--- src/rtl/sss_pkg.sv ---
package sss_pkg;
  // Edge events of the gated shift clock, seen in the system clock domain.
  typedef struct packed {
    logic rise;
    logic fall;
  } sss_edge_t;
endpackage

--- src/rtl/sss_sync.sv ---
module sss_sync #(
  parameter int W      = 1,
  parameter int STAGES = 2
) (
  input  logic         clk,
  input  logic         rst_sn,
  input  logic [W-1:0] d_i,
  output logic [W-1:0] q_o
);
  logic [W-1:0] stg [STAGES];

  always_ff @(posedge clk or negedge rst_sn) begin
    if (!rst_sn) begin
      for (int i = 0; i < STAGES; i++) stg[i] <= '0;
    end else begin
      stg[0] <= d_i;
      for (int i = 1; i < STAGES; i++) stg[i] <= stg[i-1];
    end
  end

  assign q_o = stg[STAGES-1];
endmodule

--- src/rtl/sss_edge.sv ---
module sss_edge
  import sss_pkg::*;
(
  input  logic      clk,
  input  logic      rst_sn,
  input  logic      sk_s,
  input  logic      active,
  output sss_edge_t ev
);
  logic gclk;
  logic gclk_q;

  // Gated shift clock: a low-to-high step of 'active' while sk_s is high
  // counts as a real rising edge.
  assign gclk = sk_s & active;

  always_ff @(posedge clk or negedge rst_sn) begin
    if (!rst_sn) gclk_q <= 1'b0;
    else         gclk_q <= gclk;
  end

  always_comb begin
    ev.rise = gclk & ~gclk_q;
    ev.fall = ~gclk & gclk_q;
  end
endmodule

--- src/rtl/sss_ctrl.sv ---
module sss_ctrl #(
  parameter int W = 8
) (
  input  logic clk,
  input  logic rst_sn,
  input  logic arm_i,
  input  logic load_i,
  input  logic sk_s,
  input  logic rise,
  output logic active_o,
  output logic busy_o,
  output logic done_o,
  output logic load_err_o
);
  localparam int          CW   = (W > 1) ? $clog2(W) : 1;
  localparam logic [CW-1:0] LAST = CW'(W - 1);

  logic          active_q, active_n;
  logic          busy_q,   busy_n;
  logic [CW-1:0] cnt_q,    cnt_n;
  logic          done_q,   done_n;
  logic          err_q,    err_n;

  always_comb begin
    active_n = active_q;
    busy_n   = busy_q;
    cnt_n    = cnt_q;
    done_n   = 1'b0;
    err_n    = load_i & sk_s;

    if (arm_i)       active_n = 1'b1;
    else if (load_i) active_n = 1'b0;

    if (arm_i) begin
      busy_n = 1'b1;
      cnt_n  = '0;
    end else if (rise && busy_q) begin
      if (cnt_q == LAST) begin
        busy_n = 1'b0;
        cnt_n  = '0;
        done_n = 1'b1;
      end else begin
        cnt_n = cnt_q + 1'b1;
      end
    end
  end

  always_ff @(posedge clk or negedge rst_sn) begin
    if (!rst_sn) begin
      active_q <= 1'b0;
      busy_q   <= 1'b0;
      cnt_q    <= '0;
      done_q   <= 1'b0;
      err_q    <= 1'b0;
    end else begin
      active_q <= active_n;
      busy_q   <= busy_n;
      cnt_q    <= cnt_n;
      done_q   <= done_n;
      err_q    <= err_n;
    end
  end

  assign active_o   = active_q;
  assign busy_o     = busy_q;
  assign done_o     = done_q;
  assign load_err_o = err_q;
endmodule

--- src/rtl/sss_shreg.sv ---
module sss_shreg
  import sss_pkg::*;
#(
  parameter int W = 8
) (
  input  logic         clk,
  input  logic         rst_sn,
  input  logic         load_i,
  input  logic [W-1:0] load_data_i,
  input  logic         si_s,
  input  sss_edge_t    ev,
  output logic [W-1:0] data_o,
  output logic         so_o
);
  logic [W-1:0] sr_q, sr_n;
  logic         so_q, so_n;

  always_comb begin
    sr_n = sr_q;
    so_n = so_q;
    if (load_i) begin
      sr_n = load_data_i;
      so_n = load_data_i[W-1];
    end else begin
      if (ev.rise) sr_n = {sr_q[W-2:0], si_s};
      // Output moves on the falling edge so it is settled for the next rise.
      if (ev.fall) so_n = sr_q[W-1];
    end
  end

  always_ff @(posedge clk or negedge rst_sn) begin
    if (!rst_sn) begin
      sr_q <= '0;
      so_q <= 1'b0;
    end else begin
      sr_q <= sr_n;
      so_q <= so_n;
    end
  end

  assign data_o = sr_q;
  assign so_o   = so_q;
endmodule

--- src/rtl/sync_slave_shifter.sv ---
module sync_slave_shifter
  import sss_pkg::*;
#(
  parameter int W         = 8,
  parameter int SYNC_STGS = 2
) (
  input  logic         clk,
  input  logic         rst_n,
  input  logic         load_i,
  input  logic [W-1:0] load_data_i,
  input  logic         arm_i,
  output logic [W-1:0] data_o,
  output logic         busy_o,
  output logic         done_irq_o,
  output logic         load_err_o,
  input  logic         sk_i,
  input  logic         si_i,
  output logic         so_o
);
  // Reset: asserted asynchronously, released on a clock edge.
  logic [1:0] rst_pipe;
  logic       rst_sn;

  always_ff @(posedge clk or negedge rst_n) begin
    if (!rst_n) rst_pipe <= 2'b00;
    else        rst_pipe <= {rst_pipe[0], 1'b1};
  end
  assign rst_sn = rst_pipe[1];

  logic      sk_s;
  logic      si_s;
  logic      active;
  sss_edge_t ev;

  sss_sync #(.W(2), .STAGES(SYNC_STGS)) u_sync (
    .clk    (clk),
    .rst_sn (rst_sn),
    .d_i    ({sk_i, si_i}),
    .q_o    ({sk_s, si_s})
  );

  sss_edge u_edge (
    .clk    (clk),
    .rst_sn (rst_sn),
    .sk_s   (sk_s),
    .active (active),
    .ev     (ev)
  );

  sss_ctrl #(.W(W)) u_ctrl (
    .clk        (clk),
    .rst_sn     (rst_sn),
    .arm_i      (arm_i),
    .load_i     (load_i),
    .sk_s       (sk_s),
    .rise       (ev.rise),
    .active_o   (active),
    .busy_o     (busy_o),
    .done_o     (done_irq_o),
    .load_err_o (load_err_o)
  );

  sss_shreg #(.W(W)) u_shreg (
    .clk         (clk),
    .rst_sn      (rst_sn),
    .load_i      (load_i),
    .load_data_i (load_data_i),
    .si_s        (si_s),
    .ev          (ev),
    .data_o      (data_o),
    .so_o        (so_o)
  );
endmodule

--- config.mk ---
export PLATFORM = sky130hd
export DESIGN_NAME = sync_slave_shifter
export DESIGN_NICKNAME = d
export VERILOG_FILES = /design/src/rtl/sss_pkg.sv /design/src/rtl/sss_sync.sv /design/src/rtl/sss_edge.sv /design/src/rtl/sss_ctrl.sv /design/src/rtl/sss_shreg.sv /design/src/rtl/sync_slave_shifter.sv
export SDC_FILE = /design/constraint.sdc
export NUM_CORES = 1
export LEC_CHECK = 0
export ABC_AREA = 1
export BUFFER_PORTS_ARGS = -buffer_cell sky130_fd_sc_hd__buf_2
export CORE_MARGIN = 4
export CORE_UTILIZATION = 30
export CTS_BUF_LIST = sky130_fd_sc_hd__clkbuf_8
export CTS_CLUSTER_SIZE = 14
export DETAILED_ROUTE_END_ITERATION = 7
export PLACE_DENSITY_LB_ADDON = 0.3
export SYNTH_ARGS = -nofsm -noshare
export SYNTH_HDL_FRONTEND = slang
export SYNTH_HIERARCHICAL = 1
export SYNTH_SLANG_ARGS = --single-unit
--- constraint.sdc ---
create_clock -name clk -period 0.8 [get_ports clk]
set_input_delay 0 -clock clk [delete_from_list [all_inputs] [get_ports clk]]
set_output_delay 0 -clock clk [all_outputs]
set_load 0.01 [all_outputs]
After elaboration in Yosys (flattened, before gate mapping)
Cells that the tools add are included.

operators by class
  bitwise logic cells = 6
  add/subtract/negate cells = 1
  shift operators = 0
  multiply operators = 0
  $lt $le $gt $ge = 0
  multiplexer cells = 15
  divide/modulo/power cells = 0
  reductions and logical operators = 7
  eq/ne operators = 1

operators with widths
  cell                                                            count
  8-bit two-way mux                                               2
  1-bit two-way mux                                               10
  2-bit nonzero test                                              5
  3-bit two-way mux                                               3
  1-bit AND                                                       4
  3-bit by 1-bit adder with 3-bit output (second input constant)  1
  3-bit equality test (second input constant)                     1
  1-bit NOT                                                       2
  2-bit AND reduction                                             1
  1-bit logical AND                                               1

word-level totals
  bits in registers = 23
  bits in writable memories = 0
  memory bits (read-only) = 0
  memories = 0
  logic and storage cells = 41
  bits in latches = 0

Logic depth before layout (Yosys ltp)
Gate-level depths: netlist (run 1).

  depth in word-level cells = 5
  mapped depth = 7
  gate-level depth less buffers = 6

By module
Netlist (run 1), hierarchy kept.

modules (own cells, without submodules)
  module              cells an instance  times used  area each (µm²)  seq. area each (µm²)
  sss_shreg           49                 1           421.7            225.2
  sss_ctrl            30                 1           295.3            175.2
  sss_sync            6                  1           115.1            100.1
  sync_slave_shifter  3                  1           53.8             50.0
  sss_edge            6                  1           45.0             25.0

Least setup slack after synthesis (run 1)
OpenSTA, ideal clock, no wires.

  path kind = flip-flop to flip-flop
  start point = reg u_sync.stg (netlist bit u_sync/q_o[1])
  end point = reg u_shreg.sr_q[7], in the netlist u_shreg/data_o[7]
  stages on the path, launching flop included = 8
  data required time = 676 ps
  path slack = -291 ps
  data arrival time = 967 ps
  path through = dfrtp_1 buf_4 nand2_1 nor2_1 buf_4 nor2_4 nand2_1 nand3_1

RTL lines
  element               line             RTL
  from (decl)           sss_sync.sv:10   logic [W-1:0] stg [STAGES];
  to (signal assigned)  sss_shreg.sv:36  sr_q <= sr_n;
  to (decl)             sss_shreg.sv:15  logic [W-1:0] sr_q, sr_n;

Worst setup path after layout (run 1)
  start point = reg u_ctrl.cnt_q[0]
  end point = reg u_ctrl.busy_q, in the netlist u_ctrl/busy_o

between the ends
  longest elaborated chain between the ends = 3

RTL lines
  element                        line            RTL
  from (decl)                    sss_ctrl.sv:20  logic [CW-1:0] cnt_q, cnt_n;
  from (signal assigned)         sss_ctrl.sv:58  cnt_q <= cnt_n;
  3-bit equality test            sss_ctrl.sv:38  if (cnt_q == LAST) begin
  2-bit nonzero test (no line)   -
  2-bit AND reduction (no line)  -
  to (signal assigned)           sss_ctrl.sv:57  busy_q <= busy_n;
  to (decl)                      sss_ctrl.sv:19  logic busy_q, busy_n;

Every way passes these cells.
A chain may end at the register's enable or synchronous reset.

==> results of run 1 <==
-- per-layer routing --
metal	global-route usage (%)	wire [um]	vias up
met1	14.08	969	389
met2	19.69	1110	16
met3	1.954	79	4
met4	4.043	23	0
met5	0	0	-
li1	-	-	409
-- cell usage in the layout (no fill, tap or decap) --
| master | synthesis | final |
|---|---|---|
| sky130_fd_sc_hd__nor2_1 | 5 | 4 |
| sky130_fd_sc_hd__ha_4 | 0 | 1 |
| sky130_fd_sc_hd__ha_2 | 0 | 1 |
| sky130_fd_sc_hd__buf_6 | 1 | 4 |
| sky130_fd_sc_hd__nand2_4 | 0 | 1 |
| sky130_fd_sc_hd__clkbuf_8 | 0 | 3 |
| sky130_fd_sc_hd__nand2_2 | 1 | 3 |
| sky130_fd_sc_hd__a21oi_4 | 0 | 1 |
| sky130_fd_sc_hd__nor2_2 | 1 | 1 |
| sky130_fd_sc_hd__inv_2 | 2 | 2 |
| sky130_fd_sc_hd__buf_2 | 0 | 24 |
| sky130_fd_sc_hd__dlygate4sd3_1 | 0 | 12 |
| sky130_fd_sc_hd__buf_12 | 0 | 1 |
| sky130_fd_sc_hd__nor2_4 | 1 | 2 |
| sky130_fd_sc_hd__nand2_1 | 22 | 19 |
| sky130_fd_sc_hd__nand3_1 | 24 | 15 |
| sky130_fd_sc_hd__dfrtp_1 | 23 | 23 |
| sky130_fd_sc_hd__conb_1 | 1 | 1 |
| sky130_fd_sc_hd__buf_4 | 3 | 13 |
| sky130_fd_sc_hd__o21ai_1 | 1 | 1 |
| sky130_fd_sc_hd__clkinv_2 | 1 | 1 |
| sky130_fd_sc_hd__nand3_2 | 1 | 10 |
| sky130_fd_sc_hd__inv_1 | 4 | 5 |
-- worst max-delay path by stage --
stage / from / end / slack [ns] / cells after the start
final: u_ctrl/cnt_q[0] / u_ctrl/busy_o / -0.27 / 5
after global routing: u_sync/q_o[1] / u_ctrl/cnt_q[0] / -0.37 / 6
after CTS: u_ctrl/cnt_q[0] / u_ctrl/busy_o / -0.27 / 5
after detailed placement: u_sync/q_o[1] / u_shreg/so_o / -0.26 / 5
after global placement: u_sync/q_o[1] / u_shreg/so_o / -0.24 / 5
after floorplan: u_sync/q_o[1] / u_shreg/data_o[6] / -0.24 / 7
-- state kept, by name, summed over array words and instances, names as in the netlist --
signal	count
u_ctrl/load_err_o	1
u_sync/q_o	2
rst_pipe	2
u_shreg/data_o	8
u_shreg/so_o	1
u_ctrl/active_o	1
u_edge/gclk_q	1
u_ctrl/done_o	1
u_sync/stg	2
u_ctrl/busy_o	1
u_ctrl/cnt_q	3
-- per-stage QoR --
stage / setup WS [ns] / hold WS, ns / std cells / power, mW
2_1_floorplan: -0.2406 / -0.2956 / 94 / 1.508
3_3_place_gp: -0.2448 / -0.2150 / 153 / 1.645
3_5_place_dp: -0.2642 / -0.2128 / 153 / 1.657
4_1_cts: -0.2747 / 0.03729 / 177 / 2.467
5_1_grt: -0.3749 / 0.05816 / 179 / 2.605
6_report: -0.2693 / 0.03766 / 179 / 2.476
-- cells by family (layout without fill, tap and decap cells) --
group | after synthesis | count (layout) | share of synthesized area, %
buffers and inverters | 11 | 65 | 6.585
and+or+nand+nor | 55 | 55 | 27.42
adders and majority gates | 2 | 2 | 2.688
DFF | 23 | 23 | 61.83
AOI/OAI and AO/OA | 2 | 2 | 1.074
other | 1 | 1 | 0.4028
-- critical path, delay by kind of cell (launching register included) --
| kind | cells | cell delay (ns) |
|---|---|---|
| adders and majority gates | 2 | 0.32 |
| DFF | 1 | 0.38 |
| and+or+nand+nor | 3 | 0.26 |
-- repair_timing --
action	4_1_cts	5_1_grt
cloned	0	0
setup buffers	8	2
setup endpoints to repair	23	24
endpoints found under the hold margin	14	0
pin swaps	3	5
hold buffers	12	0
gates resized for setup	11	5
-- final cells by class --
class,instances,area [sq um]
clock buffer,3,41.29
clock inverter,1,3.754
fill,264,1378
inverter,7,27.53
multi-input combinational,60,385.4
sequential,23,575.6
tap,31,38.79
timing repair buffer,54,402.9
-- power groups by stage --
stage	sequential, mW	clock, mW	combinational [mW]
after floorplan	1.36	0	0.151
after global placement	1.32	0	0.322
after detailed placement	1.33	0	0.329
after CTS	1.29	0.706	0.468
after global routing	1.30	0.754	0.547
final	1.29	0.686	0.496
==> metrics.cfg, run 1 <==
[synthesis]
netlist_top_cells_count=sky130_fd_sc_hd__nand3_1, sky130_fd_sc_hd__dfrtp_1, sky130_fd_sc_hd__nand2_1, sky130_fd_sc_hd__nor2_1, sky130_fd_sc_hd__inv_1
ys_warn_count=6
post_synth_instance_area_sq_um=930.9
syn_nets=110
postSynth.topFlopCell=sky130_fd_sc_hd__dfrtp_1
synth.top_cells.by_area=sky130_fd_sc_hd__dfrtp_1, sky130_fd_sc_hd__nand3_1, sky130_fd_sc_hd__nand2_1
synth.yosys.seq_area_share_pct=61.83
asyncSetResetFlopFracSynth_pct=100.0
postSynthRegisterBits=23
synth_top_area_share_pct=61.83
synth_top_area_cell=sky130_fd_sc_hd__dfrtp_1
post-synth-top-count-cell=sky130_fd_sc_hd__nand3_1
yosys.cell_types.count=17
synthesis.instances=94
synth_enable_flop_cells=0
postSynthAreaPerCell_sq_um=9.903

[sta]
hold_viol_final=0
fin_setup_tns_ns=-3.457
finalClockSkew_ns=0.003113
final_period_minus_worst_setup_slack_ns=1.069
max_freq_mhz=935.2
setup_viol_count_final=18
slew_viol_final=0
setup_repair_after_global_routing_missed_its_margin=yes
final_critical_path_setup_slack_ns=-0.2693
min_period_over_period_pct=133.7

[cells_and_area]
final_core_util_pct=51.71
antenna-diode-count=0
flow.area_growth_from_synthesis_pct=58.47
final_area_sq_um=1475
num-nets-final=165
post_route_cells_drive_above_1_share_pct=45.95

[critical_path]
critical_path_type=register to register
critPathLaunchType=register
r2r_cells=5
critPathArrivalTime_ns=1.22
timing.critical_path.slowest_cell_delay_ns=0.38
worst-path-max-fanout=3
worst_r2r_endpoint=u_ctrl/busy_o
cell_by_cell_listing_of_the_critical_path=ha_2 > ha_4 > nand3_1 > nor2_2 > nor2_1
regToRegStartpoint=u_ctrl/cnt_q[0]
crit_slowest_cell=sky130_fd_sc_hd__dfrtp_1
required_ns=0.95
kind_of_capture_point_of_the_worst_setup_path=register
r2r_setup_slack_ns=-0.27

[clock_tree]
ctsLongestPathBuffers=2
ctsRootBufferMaster=sky130_fd_sc_hd__clkbuf_8
h-tree-depth=1
clk_pin_slew_ns=0.08
cts_buffers=3
cts_tree=yes
clock_latency_ns=0.25
cts_num_sinks=23

[drt]
num_vias=818
dr.pass1.iters=4
drt_first_iter_violations=29
wl_per_cell_um=12.19
count_of_unresolved_drc_violations_after_routing=0
avgViaCountPerCell=4.570
postRouteWirelength_mm=2.182
drtAntennaViolNets=0

[placed_design]
placement.io_buffers=25
dpl_cell_area_sq_um=1161
dp.final_hpwl_mm=1.441
place_congestion=0.7894

[die]
boundaryPins=26
initial_standard_cell_utilization_of_the_core_pct=32.63
core_area_sq_um=2853
dieArea_sq_um=4058
die_width_um=63.71
placement_rows=19
die_h_um=63.71

[pwr]
power_density_nw_per_um2=1678
power_frac_comb_pct=20.0
clkPwrFrac_pct=27.7
netSwitchingFraction_pct=25.76
irDropWorstVdd_mv=0.8838
leakage_nw=0.7602
intPower_mw=1.838
p_sw_uw=637.8
share_seq_of_total_power_pct=52.2

[grt]
overflow=0
grt_max_degree=22
groute.usage.overall_pct=11.33
grt_first_pass_wirelength_mm=3.726
first_global_vias=869
grt_antenna_before_repair=0

[run]
max_cap_violations=0

[worst_hold_path]
min_from=load_i
hold-path-cell-count=3
min_path_type=primary input to register
holdPathEnd=u_ctrl/load_err_o

[status]
violations=setup timing
outcome=complete, but fails checks

(Power assumes the default switching activity.)
==> run 2: changes to the inputs <==
--- a/config.mk
+++ b/config.mk
@@ -8,7 +8,7 @@
 export ABC_AREA = 1
 export BUFFER_PORTS_ARGS = -buffer_cell sky130_fd_sc_hd__buf_2
 export CORE_MARGIN = 4
-export CORE_UTILIZATION = 30
+export CORE_UTILIZATION = 45
 export CTS_BUF_LIST = sky130_fd_sc_hd__clkbuf_8
 export CTS_CLUSTER_SIZE = 14
 export DETAILED_ROUTE_END_ITERATION = 7
==> run 2 against run 1 <==
Compared with the run above:
- the run still ends with setup timing left
- core utilization increased by 23 points
- combinational power about the same
- sequential power about the same
- global-route usage increased by 6.6 points
- power increased by 0.88%
- count of clock-buffer cells in the layout unchanged
- fmax decreased by 2.0%
- register-to-register slack got worse by 0.02 ns
- clock power increased by 2%
- final cell count decreased by 3.4%
- flip-flop and latch count unchanged
- routed wire length increased by 2.2%
- critical path type unchanged
- critical endpoint is now u_shreg/data_o[2]
- largest cell class unchanged
- largest power group unchanged
==> metrics.cfg, run 2 (synthesized netlist as in run 1, its figures left out) <==
[die]
core_area_sq_um=1962
boundaryPins=26
placement_rows=16
dieArea_sq_um=2860
die_width_um=53.48
initial_standard_cell_utilization_of_the_core_pct=47.45
die_h_um=53.48

[grt]
groute.usage.overall_pct=17.91
overflow=0
grt_first_pass_wirelength_mm=3.588
first_global_vias=809
grt_antenna_before_repair=0
grt_max_degree=22

[status]
violations=setup timing
outcome=complete, but fails checks

[clock_tree]
clock_latency_ns=0.26
ctsLongestPathBuffers=2
h-tree-depth=1
cts_tree=yes
ctsRootBufferMaster=sky130_fd_sc_hd__clkbuf_8
cts_buffers=3
cts_num_sinks=23
clk_pin_slew_ns=0.08

[cells_and_area]
flow.area_growth_from_synthesis_pct=57.66
num-nets-final=163
post_route_cells_drive_above_1_share_pct=45.89
fill_cells=134
antenna-diode-count=0
number_of_flip_flops_in_the_largest_register=8
final_common_cell=sky130_fd_sc_hd__dfrtp_1
mostFrequentLayoutCells=sky130_fd_sc_hd__dfrtp_1, sky130_fd_sc_hd__buf_2, sky130_fd_sc_hd__nand2_1
final-instance-count-excl-fill=173

[drt]
dr.pass1.iters=4
wl_per_cell_um=12.88
num_vias=838
avgViaCountPerCell=4.844
drtAntennaViolNets=0
postRouteWirelength_mm=2.229
drt_first_iter_violations=21
count_of_unresolved_drc_violations_after_routing=0

[worst_hold_path]
min_path_type=primary input to asynchronous set/reset pin

[pwr]
power_frac_comb_pct=20.0
leakage_nw=0.7497
irDropWorstVdd_mv=1.301
intPower_mw=1.848
p_sw_uw=650.2
clkPwrFrac_pct=28.0
netSwitchingFraction_pct=26.03
power_density_nw_per_um2=1702
share_seq_of_total_power_pct=52.0

[placed_design]
dp.final_hpwl_mm=1.410
dp.cells=148
detailedPlace.worstSlack_ns=-0.2635
place_congestion=0.7054
placement.io_buffers=25

[critical_path]
worst_path_dominant_cell_family=simple AND/OR/NAND/NOR gates
timing.critical_path.slowest_cell_delay_ns=0.42
cell_by_cell_listing_of_the_critical_path=nand2_4 > nor2_4 > buf_6 > nand3_2 > nand3_2
worstPathBufferInverterCount=1
critPathMostFrequentCell=sky130_fd_sc_hd__nand3_2
critical_path_type=register to register
r2r_cells=5
kind_of_capture_point_of_the_worst_setup_path=register
required_ns=1.00
critPathArrivalTime_ns=1.29
worst-path-max-fanout=5
r2r_setup_slack_ns=-0.29
critPathLaunchType=register
path_depth=5
crit_slowest_cell=sky130_fd_sc_hd__dfrtp_1

[sta]
finalClockSkew_ns=0.003026
max_freq_mhz=916.8
finalHoldWorstSlack_ns=0.04249
hold_viol_final=0
slew_viol_final=0
min_period_over_period_pct=136.3
setup_repair_after_global_routing_missed_its_margin=yes
final_period_minus_worst_setup_slack_ns=1.091
setup_viol_count_final=17
final_critical_path_setup_slack_ns=-0.2907

[run]
max_cap_violations=0

## run 2: power by group through the flow
| stage | Combinational (mW) | Clock (mW) | Sequential (mW) |
|---|---|---|---|
| after floorplan | 0.151 | 0 | 1.36 |
| after global placement | 0.319 | 0 | 1.32 |
| after detailed placement | 0.328 | 0 | 1.32 |
| after CTS | 0.461 | 0.722 | 1.29 |
| after global routing | 0.551 | 0.761 | 1.31 |
| final | 0.499 | 0.700 | 1.30 |
## run 2: area by class of cell
cell class                      instances  area (sq um)  area share (%)
Tap cell                               27         33.78           2.302
Sequential cell                        23         575.6           39.22
Timing Repair Buffer                   52         396.6           27.02
Clock inverter                          1         5.005          0.3410
Inverter                                7         27.53           1.876
Multi-Input combinational cell         60         387.9           26.43
Clock buffer                            3         41.29           2.813
## run 2: worst paths after layout
kind                                     end          start
min                              rst_pipe[0]          rst_n
max reg2reg                u_shreg/data_o[2]  u_sync/q_o[1]
min in group clk           u_ctrl/load_err_o         load_i
max                        u_shreg/data_o[2]  u_sync/q_o[1]
min reg2reg                u_shreg/data_o[7]    rst_pipe[1]
max in group asynchronous    u_ctrl/cnt_q[0]    rst_pipe[1]
## run 2: metrics by stage
| step | power, mW | utilization [%] | setup TNS (ns) | cell area, sq um |
|---|---|---|---|---|
| floorplan | 1.508 | - | -2.835 | 973.4 |
| CTS | 2.478 | 73.09 | -3.536 | 1434 |
| detailed placement | 1.653 | 58.55 | -3.138 | 1149 |
| global route | 2.622 | 74.81 | -5.034 | 1468 |
| global placement | 1.640 | 58.55 | -2.582 | 1149 |
| finish | 2.498 | 74.81 | -3.755 | 1468 |
## run 2: repair_timing
| action | 4_1_cts | 5_1_grt |
|---|---|---|
| pin swaps | 6 | 1 |
| resized for setup | 11 | 6 |
| setup buffers | 8 | 2 |
| hold endpoints to repair | 14 | 0 |
| hold buffers | 12 | 0 |
| endpoints found under the setup margin | 22 | 24 |
## run 2: layer usage
metal / wire, um / up-vias / global-route usage (%) / part of all wire [%]
met4: 31 / 0 / 8.085 / 1.4
met1: 898 / 404 / 20.75 / 40
met3: 115 / 4 / 3.944 / 5.2
met5: 0 / - / 0 / 0
met2: 1184 / 23 / 31.02 / 53
li1: - / 407 / - / -
